### src/rtl/sdram_seq_pkg.sv
package sdram_seq_pkg;

  // {cs_n, ras_n, cas_n, we_n}
  typedef enum logic [3:0] {
    CMD_ACT = 4'b0011,
    CMD_RD  = 4'b0101,
    CMD_WR  = 4'b0100,
    CMD_PRE = 4'b0010,
    CMD_BST = 4'b0110,
    CMD_NOP = 4'b0111
  } sdr_cmd_e;

  typedef enum logic [2:0] {
    ST_IDLE,
    ST_RCD,
    ST_BURST,
    ST_CLOSE,
    ST_RP
  } seq_state_e;

endpackage

### src/rtl/seq_addr_split.sv
module seq_addr_split #(
  parameter int BANK_W = 2,
  parameter int ROW_W  = 13,
  parameter int COL_W  = 9,
  localparam int ADDR_W = BANK_W + ROW_W + COL_W
) (
  input  logic [ADDR_W-1:0] addr,
  output logic [BANK_W-1:0] bank,
  output logic [ROW_W-1:0]  row,
  output logic [COL_W-1:0]  col
);
  assign col  = addr[COL_W-1:0];
  assign row  = addr[COL_W +: ROW_W];
  assign bank = addr[ADDR_W-1 -: BANK_W];
endmodule

### src/rtl/seq_countdown.sv
module seq_countdown #(
  parameter int CNT_W = 9
) (
  input  logic             clk,
  input  logic             rst_n,
  input  logic             load,
  input  logic [CNT_W-1:0] load_val,
  output logic             is_zero
);
  logic [CNT_W-1:0] cnt;

  always_ff @(posedge clk or negedge rst_n) begin
    if (!rst_n)             cnt <= '0;
    else if (load)          cnt <= load_val;
    else if (cnt != '0)     cnt <= cnt - 1'b1;
  end

  assign is_zero = (cnt == '0);
endmodule

### src/rtl/seq_cmd_reg.sv
module seq_cmd_reg
  import sdram_seq_pkg::*;
#(
  parameter int BA_W = 2,
  parameter int A_W  = 13
) (
  input  logic            clk,
  input  logic            rst_n,
  input  sdr_cmd_e        nxt_cmd,
  input  logic [BA_W-1:0] nxt_ba,
  input  logic [A_W-1:0]  nxt_a,
  output logic            cs_n,
  output logic            ras_n,
  output logic            cas_n,
  output logic            we_n,
  output logic [BA_W-1:0] ba,
  output logic [A_W-1:0]  a
);
  always_ff @(posedge clk or negedge rst_n) begin
    if (!rst_n) begin
      {cs_n, ras_n, cas_n, we_n} <= CMD_NOP;
      ba <= '0;
      a  <= '0;
    end else begin
      {cs_n, ras_n, cas_n, we_n} <= nxt_cmd;
      ba <= nxt_ba;
      a  <= nxt_a;
    end
  end
endmodule

### src/rtl/sdram_access_seq.sv
module sdram_access_seq
  import sdram_seq_pkg::*;
#(
  parameter int BANK_W = 2,
  parameter int ROW_W  = 13,
  parameter int COL_W  = 9,
  parameter int TRCD   = 3,
  parameter int TRP    = 3,
  parameter int AP_BIT = 10,
  localparam int ADDR_W = BANK_W + ROW_W + COL_W,
  localparam int A_W    = ROW_W
) (
  input  logic              clk,
  input  logic              rst_n,
  input  logic              req_valid,
  output logic              req_ready,
  input  logic              req_write,
  input  logic [ADDR_W-1:0] req_addr,
  input  logic [COL_W-1:0]  req_len_m1,
  input  logic              req_auto_close,
  output logic              mem_cs_n,
  output logic              mem_ras_n,
  output logic              mem_cas_n,
  output logic              mem_we_n,
  output logic [BANK_W-1:0] mem_ba,
  output logic [A_W-1:0]    mem_a
);
  localparam int T_MAX = (TRCD > TRP) ? TRCD : TRP;
  localparam int T_W   = $clog2(T_MAX + 1);
  localparam int CNT_W = (T_W > COL_W) ? T_W : COL_W;

  seq_state_e        state, nxt_state;
  logic              wr_q, auto_q;
  logic [BANK_W-1:0] bank_q, in_bank;
  logic [ROW_W-1:0]  in_row;
  logic [COL_W-1:0]  col_q, in_col, len_q;
  logic              accept;
  logic              tmr_load, tmr_zero;
  logic [CNT_W-1:0]  tmr_val;
  sdr_cmd_e          nxt_cmd;
  logic [BANK_W-1:0] nxt_ba;
  logic [A_W-1:0]    nxt_a;

  seq_addr_split #(.BANK_W(BANK_W), .ROW_W(ROW_W), .COL_W(COL_W)) u_split (
    .addr (req_addr),
    .bank (in_bank),
    .row  (in_row),
    .col  (in_col)
  );

  seq_countdown #(.CNT_W(CNT_W)) u_tmr (
    .clk      (clk),
    .rst_n    (rst_n),
    .load     (tmr_load),
    .load_val (tmr_val),
    .is_zero  (tmr_zero)
  );

  assign req_ready = (state == ST_IDLE);
  assign accept    = req_valid && req_ready;

  always_ff @(posedge clk or negedge rst_n) begin
    if (!rst_n) begin
      state  <= ST_IDLE;
      wr_q   <= 1'b0;
      auto_q <= 1'b0;
      bank_q <= '0;
      col_q  <= '0;
      len_q  <= '0;
    end else begin
      state <= nxt_state;
      if (accept) begin
        wr_q   <= req_write;
        auto_q <= req_auto_close;
        bank_q <= in_bank;
        col_q  <= in_col;
        len_q  <= req_len_m1;
      end
    end
  end

  always_comb begin
    nxt_state = state;
    nxt_cmd   = CMD_NOP;
    nxt_ba    = '0;
    nxt_a     = '0;
    tmr_load  = 1'b0;
    tmr_val   = '0;
    unique case (state)
      ST_IDLE: begin
        if (accept) begin
          nxt_cmd   = CMD_ACT;
          nxt_ba    = in_bank;
          nxt_a     = in_row;
          nxt_state = ST_RCD;
          tmr_load  = 1'b1;
          tmr_val   = CNT_W'(TRCD - 1);
        end
      end
      ST_RCD: begin
        if (tmr_zero) begin
          nxt_cmd              = wr_q ? CMD_WR : CMD_RD;
          nxt_ba               = bank_q;
          nxt_a[COL_W-1:0]     = col_q;
          nxt_a[AP_BIT]        = auto_q;
          nxt_state            = ST_BURST;
          tmr_load             = 1'b1;
          tmr_val              = CNT_W'(len_q);
        end
      end
      ST_BURST: begin
        if (tmr_zero) begin
          nxt_cmd   = CMD_BST;
          nxt_state = ST_CLOSE;
        end
      end
      ST_CLOSE: begin
        if (!auto_q) begin
          nxt_cmd = CMD_PRE;
          nxt_ba  = bank_q;
        end
        nxt_state = ST_RP;
        tmr_load  = 1'b1;
        tmr_val   = CNT_W'(TRP - 1);
      end
      ST_RP: begin
        if (tmr_zero) nxt_state = ST_IDLE;
      end
      default: nxt_state = ST_IDLE;
    endcase
  end

  seq_cmd_reg #(.BA_W(BANK_W), .A_W(A_W)) u_cmd (
    .clk     (clk),
    .rst_n   (rst_n),
    .nxt_cmd (nxt_cmd),
    .nxt_ba  (nxt_ba),
    .nxt_a   (nxt_a),
    .cs_n    (mem_cs_n),
    .ras_n   (mem_ras_n),
    .cas_n   (mem_cas_n),
    .we_n    (mem_we_n),
    .ba      (mem_ba),
    .a       (mem_a)
  );

endmodule

### config.mk
export PLATFORM = sky130hd
export DESIGN_NAME = sdram_access_seq
export DESIGN_NICKNAME = d
export VERILOG_FILES = /design/src/rtl/sdram_seq_pkg.sv /design/src/rtl/seq_addr_split.sv /design/src/rtl/seq_countdown.sv /design/src/rtl/seq_cmd_reg.sv /design/src/rtl/sdram_access_seq.sv
export SDC_FILE = /design/constraint.sdc
export NUM_CORES = 1
export LEC_CHECK = 0
export BUFFER_PORTS_ARGS = -buffer_cell sky130_fd_sc_hd__buf_2
export CORE_MARGIN = 2
export CORE_UTILIZATION = 44
export CTS_CLUSTER_SIZE = 24
export DETAILED_ROUTE_END_ITERATION = 10
export HOLD_SLACK_MARGIN = 0.06
export PLACE_DENSITY = 0.71
export RECOVER_POWER = 100
export SYNTH_ARGS = -nofsm -noshare
export SYNTH_HDL_FRONTEND = slang
export SYNTH_SLANG_ARGS = --single-unit
### constraint.sdc
create_clock -name clk -period 2.2 [get_ports clk]
set_clock_uncertainty 0.2 [all_clocks]
set_input_delay 0.11 -clock clk [delete_from_list [all_inputs] [get_ports clk]]
set_output_delay 0.11 -clock clk [all_outputs]
set_load 0.005 [all_outputs]
==> flow_summary.yaml <==
outcome:
  status: "finished, final reports clean"
grt:
  grt.overflow.total: 0
  grt_max_degree: 53
  antenna_found_initial: 0
  grt_pass1_wl_um: 7990
  grt_util_all_layers_pct: 19.10
  grt_pass1_vias: 1700
floorplan:
  start_util_pct: 45.87
  core_area_sq_um: 4755
  dieWidth_um: 74.40
  die_area_sq_um: 5535
  pin_count: 58
  die_h_um: 74.40
  rows: 25
cts:
  cts.sinks: 52
  numCtsBuffers: 5
  clock_latency_ps: 300
  clk_pin_slew_ps: 90
  htreeDepth: 2
  cts-root-buf: "clkbuf_8"
  clockBufferDepth: 2
  cts_tree: "yes"
critical_path:
  crit_fanout: 10
  criticalPathCategory: "flip-flop to flip-flop"
  required_ps: 2240
  critPathLaunchType: "flip-flop"
  critPathCaptureType: "flip-flop"
  r2r_cells: 6
  worstPathArrival_ps: 2200
placement:
  io_buffers: 56
  gp_congestion: 0.7305
  dp_hpwl_um: 2896
synth:
  synth_top_cell_area_share_pct: 56.22
  ys_ff_latch: 52
  ys_top_cells_by_count: "dfrtp_1, mux2_2, a22o_1"
  syn-num-nets: 204
  synth_flop_cell: "dfrtp_1"
  syn_area_per_cell_sq_um: 13.22
  ys_seq_area_share_pct: 59.84
  synth_largest_area_cell: "dfrtp_1"
  synthTopCellsByArea: "dfrtp_1, mux2_2, a22o_1, dfstp_2, a22o_2"
  async_flop_share_pct: 100.0
  synth_edf_count: 0
  yosysMostFrequentCell: "dfrtp_1"
  syn_inst: 165
  ys_types: 35
  yosysWarnings: 0
  netlist_area_sq_um: 2181
timing:
  slew_headroom_pct: 15.48
  tightest_slew_ps: 1268
  layout_worst_path_cycle_share_pct: 98.23
  rsz0062_at_grt: "true"
  clock.fmax_mhz: 462.7
  maxSlewViolCount: 0
  setup_viol: 0
  post-route-min-period_ps: 2161
  hold_viol_final: 0
drt:
  wl_per_cell_um: 14.38
  viasPerCell: 4.817
  dr.pass1.iters: 4
  routed-via-count: 1686
  ant_nets: 0
  routed_wl_um: 5034
  drc: 0
  drt-initial-drc-count: 161
power:
  power.leakage_nw: 1.523
  ir_drop_v: 0.0008087
  p_per_area_nw_per_um2: 1120
  power_mw: 3.589
finish:
  final_util_pct: 67.39
  layout-drive-gt1-share_pct: 42.40
  n_antenna_cell: 0
  syn_to_final_growth_pct: 46.93
  fillers: 358
  nets: 321
hold_path:
  whs_path_depth: 1
  min_path_type: "flip-flop to flip-flop"
flow_run:
  cap_violations: 0
through the flow:
| step | setup TNS [ps] | instances | hold WS, ps | setup slack, ps | instance area (sq um) |
|---|---|---|---|---|---|
| after floorplan | 0 | 165 | -385.6 | 25.42 | 2181 |
| after global placement | 0 | 293 | -80.68 | 44.25 | 2614 |
| after detailed placement | -22.71 | 293 | -78.32 | -22.71 | 2614 |
| after CTS | -24.50 | 346 | 136.5 | -24.50 | 3192 |
| after global routing | -89.73 | 350 | 324.4 | -26.65 | 3204 |
| final | 0 | 350 | 301.9 | 38.84 | 3204 |
registers in the layout, summed over array words and instances, names as in the netlist:
signal and flops:
u_cmd.cas_n 1, u_cmd.a 13, u_cmd.we_n 1, state 3
col_q 9, len_q 9, wr_q 1, u_cmd.ba 2
u_cmd.ras_n 1, u_tmr.cnt 9, bank_q 2, auto_q 1
worst paths after layout:
path                                          start                    end  slack [ps]
max in group asynchronous                     rst_n   len_q[3]$_DFFE_PN0N_         550
max reg2reg                u_tmr.cnt[0]$_DFFE_PN0P_   u_cmd.a[6]$_DFF_PN0_          40
max                        u_tmr.cnt[0]$_DFFE_PN0P_   u_cmd.a[6]$_DFF_PN0_          40
min                            col_q[1]$_DFFE_PN0N_   u_cmd.a[1]$_DFF_PN0_         300
min reg2reg                    col_q[1]$_DFFE_PN0N_   u_cmd.a[1]$_DFF_PN0_         300
min in group asynchronous                     rst_n  u_cmd.a[10]$_DFF_PN0_         500
layer usage:
layer | GRT usage, % | share of wire [%] | up-vias
li1 | - | - | 816
met1 | 25.37 | 44 | 824
met2 | 31.96 | 51 | 37
met3 | 4.065 | 3.1 | 9
met4 | 5.159 | 1.1 | 0
met5 | 0 | 0 | -
cells by family (layout without fill, tap and decap cells):
kind of cell | Yosys count | after routing | synth area share, %
AOI/OAI and AO/OA | 29 | 29 | 10.50
DFF | 52 | 52 | 59.84
muxes | 24 | 24 | 12.39
xor gates and xnor gates | 7 | 7 | 2.811
buffers and inverters | 14 | 132 | 3.442
and+or+nand+nor | 37 | 37 | 10.27
other | 1 | 1 | 0.1720
adders and majority gates | 1 | 1 | 0.5736
critical path: stages, from the launching register on:
cell     delay, ps
dfrtp_1        400
inv_2           80
ha_4           130
or4b_4         500
and4b_4        460
buf_4          180
a22o_1         150
cell usage in the layout (no fill, tap or decap), drive strengths merged, types with 4 or more instances in the layout:
cell type / instances
nor2: 7
nor3: 6
a22o: 18
dfrtp: 49
xnor2: 4
dlygate4sd3: 40
nand2: 6
mux2: 24
clkbuf: 21
o21ai: 4
buf: 66
power breakdown:
group / switching, mW / leakage, nW / internal [mW]
Clock: 0.309 / 0.0614 / 0.372
Sequential: 0.249 / 0.654 / 1.31
Combinational: 0.535 / 0.808 / 0.819
Total: 1.09 / 1.52 / 2.50
timing repair:
action / CTS / global route
pin swaps: 2 / 2
endpoints found under the setup margin: 8 / 21
endpoints found under the hold margin: 90 / 0
hold buffers: 40 / 0
setup buffers: 5 / 4
gates resized for setup: 6 / 7
layout make-up:
class / count / area (sq um) / share of cell area [%]
multi-input cells: 99 / 838.3 / 26.16
flip-flops and latches: 52 / 1305 / 40.73
well taps: 67 / 83.83 / 2.616
clock buffers: 6 / 82.58 / 2.577
inverters: 3 / 11.26 / 0.3514
clock inverters: 2 / 38.79 / 1.210
repair buffers: 121 / 844.6 / 26.36
Note: power is estimated with default switching activity, not from simulation.
